===== src/rtl/comp_cond_pkg.sv =====
package comp_cond_pkg;

    // Select code that means "nothing selected" for both selectors
    localparam int unsigned SEL_NONE = 0;

    // Intermediate values of the conditioning chain
    typedef struct packed {
        logic pol;    // raw bit after polarity
        logic masked; // after blanking
        logic cond;   // after enable gating
    } cond_chain_t;

endpackage


===== src/rtl/comp_polarity.sv =====
module comp_polarity (
    input  logic raw_i,
    input  logic invert_i,
    output logic pol_o
);

    always_comb begin
        pol_o = invert_i ? ~raw_i : raw_i;
    end

endmodule


===== src/rtl/comp_blank_mask.sv =====
module comp_blank_mask #(
    parameter int unsigned NUM_BLANK = 3,
    parameter int unsigned BSEL_W    = 3
) (
    input  logic [BSEL_W-1:0]    sel_i,
    input  logic [NUM_BLANK-1:0] src_i,
    input  logic                 din_i,
    output logic                 dout_o,
    output logic                 blank_o
);

    logic [NUM_BLANK-1:0] hit_d;

    // Code k (1..NUM_BLANK) picks src_i[k-1]; codes above that are ignored
    for (genvar k = 0; k < NUM_BLANK; k++) begin : g_hit
        always_comb begin
            hit_d[k] = (sel_i == BSEL_W'(k + 1)) & src_i[k];
        end
    end

    always_comb begin
        blank_o = |hit_d;
        dout_o  = din_i & ~blank_o;
    end

    always_comb begin
        if (blank_o) begin
            p_window_masks_r3: assert (dout_o == 1'b0)
                else $error("active window did not mask output");
        end
        if (sel_i == BSEL_W'(comp_cond_pkg::SEL_NONE)) begin
            p_no_window_r2: assert (dout_o == din_i)
                else $error("no-blank code altered the bit");
        end
    end

endmodule


===== src/rtl/comp_dest_router.sv =====
module comp_dest_router #(
    parameter int unsigned NUM_DEST = 8,
    parameter int unsigned RSEL_W   = 4
) (
    input  logic [RSEL_W-1:0]   sel_i,
    input  logic                din_i,
    output logic [NUM_DEST-1:0] dest_o
);

    // Code k (1..NUM_DEST) drives dest_o[k-1]; others drive nothing
    for (genvar k = 0; k < NUM_DEST; k++) begin : g_dest
        always_comb begin
            dest_o[k] = din_i & (sel_i == RSEL_W'(k + 1));
        end
    end

    always_comb begin
        p_dest_onehot_r6: assert ($onehot0(dest_o))
            else $error("more than one destination driven");
        if ((sel_i == RSEL_W'(comp_cond_pkg::SEL_NONE)) ||
            (32'(sel_i) > NUM_DEST)) begin
            p_dest_idle_r7: assert (dest_o == '0)
                else $error("destination driven for idle code");
        end
    end

endmodule


===== src/rtl/comp_out_router.sv =====
module comp_out_router #(
    parameter int unsigned NUM_BLANK = 3,
    parameter int unsigned BSEL_W    = 3,
    parameter int unsigned NUM_DEST  = 8,
    parameter int unsigned RSEL_W    = 4
) (
    input  logic                 cmp_raw_i,
    input  logic                 en_i,
    input  logic                 invert_i,
    input  logic [BSEL_W-1:0]    blank_sel_i,
    input  logic [NUM_BLANK-1:0] blank_src_i,
    input  logic [RSEL_W-1:0]    route_sel_i,
    output logic                 pad_o,
    output logic                 irq_o,
    output logic [NUM_DEST-1:0]  dest_o
);

    import comp_cond_pkg::*;

    localparam int unsigned BSEL_CODES = 1 << BSEL_W;
    localparam int unsigned RSEL_CODES = 1 << RSEL_W;

    if (NUM_BLANK >= BSEL_CODES || NUM_DEST >= RSEL_CODES) begin : g_bad_cfg
        initial $error("select field too narrow for candidate count");
    end

    cond_chain_t chain_d;
    logic        pol_w;
    logic        masked_w;
    logic        blank_w;

    comp_polarity u_pol (
        .raw_i    (cmp_raw_i),
        .invert_i (invert_i),
        .pol_o    (pol_w)
    );

    comp_blank_mask #(
        .NUM_BLANK (NUM_BLANK),
        .BSEL_W    (BSEL_W)
    ) u_blank (
        .sel_i   (blank_sel_i),
        .src_i   (blank_src_i),
        .din_i   (pol_w),
        .dout_o  (masked_w),
        .blank_o (blank_w)
    );

    always_comb begin
        chain_d.pol    = pol_w;
        chain_d.masked = masked_w;
        chain_d.cond   = en_i & masked_w;
    end

    comp_dest_router #(
        .NUM_DEST (NUM_DEST),
        .RSEL_W   (RSEL_W)
    ) u_route (
        .sel_i  (route_sel_i),
        .din_i  (chain_d.cond),
        .dest_o (dest_o)
    );

    always_comb begin
        pad_o = chain_d.cond;
        irq_o = chain_d.cond;
    end

    always_comb begin
        if (!en_i) begin
            p_disabled_quiet_r9: assert (!pad_o && !irq_o && dest_o == '0)
                else $error("output active while disabled");
        end
        p_irq_tracks_pad_r8: assert (irq_o == pad_o)
            else $error("interrupt line differs from pad");
        if (blank_w) begin
            p_mask_after_pol_r5: assert (!pad_o)
                else $error("pad high inside blanking window");
        end
    end

endmodule


===== config.mk =====
export PLATFORM = sky130hd
export DESIGN_NAME = comp_out_router
export DESIGN_NICKNAME = d
export VERILOG_FILES = /design/src/rtl/comp_cond_pkg.sv /design/src/rtl/comp_polarity.sv /design/src/rtl/comp_blank_mask.sv /design/src/rtl/comp_dest_router.sv /design/src/rtl/comp_out_router.sv
export SDC_FILE = /design/constraint.sdc
export NUM_CORES = 1
export LEC_CHECK = 0
export ABC_AREA = 1
export CORE_AREA = 4 4 41 43
export DETAILED_ROUTE_END_ITERATION = 6
export DIE_AREA = 0 0 45 47
export GPL_TIMING_DRIVEN = 0
export PLACE_DENSITY = 0.47
export SLEW_MARGIN = 5
export SYNTH_ARGS = -nofsm -noshare
export SYNTH_HDL_FRONTEND = slang
export SYNTH_HIERARCHICAL = 1
export SYNTH_SLANG_ARGS = --single-unit

===== constraint.sdc =====
create_clock -name vclk -period 2.27
set_input_delay 0.681 -clock vclk [all_inputs]
set_output_delay 0.681 -clock vclk [all_outputs]
set_load 0.02 [all_outputs]

* Word level (Yosys, flattened, before mapping) *
Cells that the tools add are included.

word-level totals
  register bits after elaboration = 0
  input bits = 13
  word-level logic and storage cells = 28

cells by class
  equal/unequal tests = 11
  mux-type cells = 1
  bitwise operators = 15
  reductions and logical operators = 1

operators by type and width
  operator              count
  $eq A4 B3 Y1 const B  4
  $and A1 B1 Y1         13
  $eq A4 B2 Y1 const B  2
  $eq A3 B2 Y1 const B  2
  $eq A4 B1 Y1 const B  1
  $eq A4 B4 Y1 const B  1
  $eq A3 B1 Y1 const B  1
  $reduce_or A3 Y1      1
  $not A1 Y1            2
  $mux W1               1

* Depth between registers and ports, before layout *
  word-level depth = 7
  depth in mapped cells = 9
  gate-level depth less buffers = 9

* Cells and area by module *
The synthesis kept the hierarchy.

by module, submodules not included
  module            times used  cells an instance  area an instance (um^2)
  comp_dest_router  1           19                 80.1
  comp_blank_mask   1           11                 51.3
  comp_polarity     1           5                  18.8
  comp_out_router   1           3                  15.0

* Worst setup path after synthesis *
OpenSTA, ideal clock, no wires.

  path type = input -> output
  start = input port blank_sel_i[0]
  end = output port dest_o[0]
  arrival = 1.669 ns
  path slack = -0.080 ns
  stages = 9
  buffers on the path = 0
  cells stage by stage = nor2_1 > nor2_2 > nand3_2 > nand2_1 > inv_1 > nand2_1 > inv_1 > nand3_1 > nor2_1

on the way
  word-level cells in the longest chain between the ends = 7
  elaborated cells on any way between the ends = 11
  classes of those cells = eq/ne: 3; bitwise: 7; reduce/logical: 1

RTL lines
  item                                          line                    RTL
  start: declaration                            comp_out_router.sv:10   input logic [BSEL_W-1:0] blank_sel_i,
  $eq A3 B1 Y1 or $eq A3 B2 Y1 (tied branches)  comp_blank_mask.sv:17   hit_d[k] = (sel_i == BSEL_W'(k + 1)) & src_i[k];
  $and A1 B1 Y1                                 comp_blank_mask.sv:17
  $reduce_or A3 Y1 *                            comp_blank_mask.sv:22   blank_o = |hit_d;
  $not A1 Y1 *                                  comp_blank_mask.sv:23   dout_o = din_i & ~blank_o;
  $and A1 B1 Y1 *                               comp_blank_mask.sv:23
  net masked_w                                  comp_out_router.sv:29   logic masked_w;
  $and A1 B1 Y1 *                               comp_out_router.sv:52   chain_d.cond = en_i & masked_w;
  net irq_o                                     comp_out_router.sv:14   output logic irq_o,
  $and A1 B1 Y1 *                               comp_dest_router.sv:13  dest_o[k] = din_i & (sel_i == RSEL_W'(k + 1));
  end: declaration                              comp_out_router.sv:15   output logic [NUM_DEST-1:0] dest_o

Mark *: on every way through the listed nets, which the timed path passes. The rest lies on a longest branch.

* Worst setup path in the final report *
  start = input port route_sel_i[3]
  end = output port dest_o[4]

on the way
  word-level cells in the longest chain between the ends = 2

RTL lines
  item                line                    RTL
  start: declaration  comp_out_router.sv:12   input logic [RSEL_W-1:0] route_sel_i,
  $eq A4 B3 Y1        comp_dest_router.sv:13
  $and A1 B1 Y1       comp_dest_router.sv:13

No other way between the ends.

==> impl_metrics.env <==
export IMPL_seq_cells=0
export IMPL_grt_pass1_vias=234
export IMPL_dp_hpwl_um=504
export IMPL_detail_route_drc_violations=0
export IMPL_diodes=0
export IMPL_gp_congestion=0.658
export IMPL_routed_wl_um=564
export IMPL_slew_viol_final=0
export IMPL_die_area_mm2=0.00212
export IMPL_status="completed"
export IMPL_cellLeakagePower_nw=0.227
export IMPL_fmax_ghz=0.445
export IMPL_drt_first_iter_violations=0
export IMPL_syn_inst=37
export IMPL_hold_path_class="in2out"
export IMPL_rsz0062_at_grt="yes"
export IMPL_worst_ep_arrival_time_ps=1570
export IMPL_drive_gt1_share_pct=53.3
export IMPL_area_growth_pct=158
export IMPL_mostFrequentLayoutCells="nand2_1 (10), inv_1 (8), buf_6 (7)"
export IMPL_syn_area_um2=161
export IMPL_drtPass1Iterations=1
export IMPL_grt_overflow_total=0
export IMPL_synth_avg_cell_area_um2=4.36
export IMPL_vias=272
export IMPL_setup_violations=0
export IMPL_fin_nets=75
export IMPL_cp_startpoint="route_sel_i[3]"
export IMPL_endpoint="dest_o[4]"
export IMPL_synth_nets=50
export IMPL_power_density_mw_per_mm2=130
export IMPL_critPathRequiredTime_ps=1590
export IMPL_min_from="en_i"
export IMPL_hold_ws_ps=1880
export IMPL_clock_buffers=0
export IMPL_antenna_found_initial=0
export IMPL_track_usage_pct=5.74
export IMPL_place_ws_ps=-920
export IMPL_path_max_fanout=4
export IMPL_core_area_mm2=0.00130
export IMPL_start_kind="input pin"
export IMPL_fin_crit_sh_pct=99.0
export IMPL_initial_utilization_pct=12.4
export IMPL_grt_max_degree=6
export IMPL_ant_nets=0
export IMPL_relSlewSlack_pct=90.8
export IMPL_seqCellArea_um2=0
export IMPL_io_buffer_count=23
export IMPL_cp_end_kind="output port"
export IMPL_grt_pass1_wl_um=979
export IMPL_fp_dieH_um=47
export IMPL_fin_ws_ps=22.7
export IMPL_viasPerCell=3.63
export IMPL_ir_drop_uv=44.8
export IMPL_worstMarginPinSlew_ps=139
export IMPL_wl_per_cell_um=7.52
export IMPL_pin_count=23
export IMPL_yosys_warnings=6
export IMPL_hold_viol=0
export IMPL_die_w_um=45
export IMPL_maxCapViolCount=0
export IMPL_worst_setup_path_type="in2out"
export IMPL_layout_min_cycle_time_ps=2250
export IMPL_rows=13
export IMPL_layout_commonest_cell="nand2_1"
==> critical path: stages <==
cell             delay, ps
clkdlybuf4s50_1        420
inv_1                  120
nand3_4                110
nor2_2                 110
buf_6                  120
==> metrics by stage <==
step                area (um2)  cells  setup TNS, ps  util (%)  power [W]
floorplan                  164     37           -424         -  0.0000219
global placement           413     75          -8450      31.7  0.0000554
detailed placement         413     75          -8580      31.7  0.0000552
CTS                        385     75          -15.7      29.6  0.0000520
global route               417     75           -649      32.0  0.0000606
finish                     417     75              0      32.0  0.0000542
==> cell type report <==
type / instances / area (um2)
timing repair buffer: 23 / 196
buffer: 1 / 7.51
tap: 15 / 18.8
multi-input combinational: 26 / 156
fill: 158 / 885
inverter: 10 / 37.5
==> layer usage <==
layer	GRT usage (%)	vias up	part of all wire, %
met4	0	0	0
met3	0	0	9.9
met2	10.7	10	51
li1	-	153	-
met1	7.87	109	38
met5	0	-	0
==> power by group <==
| part | switching, W | internal [W] |
|---|---|---|
| clock network | 0 | 0 |
| registers | 0 | 0 |
| logic | 0.0000271 | 0.0000271 |
| total | 0.0000271 | 0.0000271 |
==> what timing repair did <==
action                                  CTS  global route
hold buffers                              0             0
gates resized for setup                  82            13
endpoints found under the setup margin   10            10
pin swaps                                11             3
setup buffers                             0             0
==> how the worst min path moves through the flow <==
stage,end,slack (ps),cells after the start
2_1_floorplan,dest_o[7],1500,2
3_3_place_gp,dest_o[7],2440,4
3_5_place_dp,dest_o[7],2440,4
4_1_cts,dest_o[3],1920,4
5_1_grt,irq_o,1920,4
6_report,irq_o,1880,4
(Power assumes the default switching activity.)
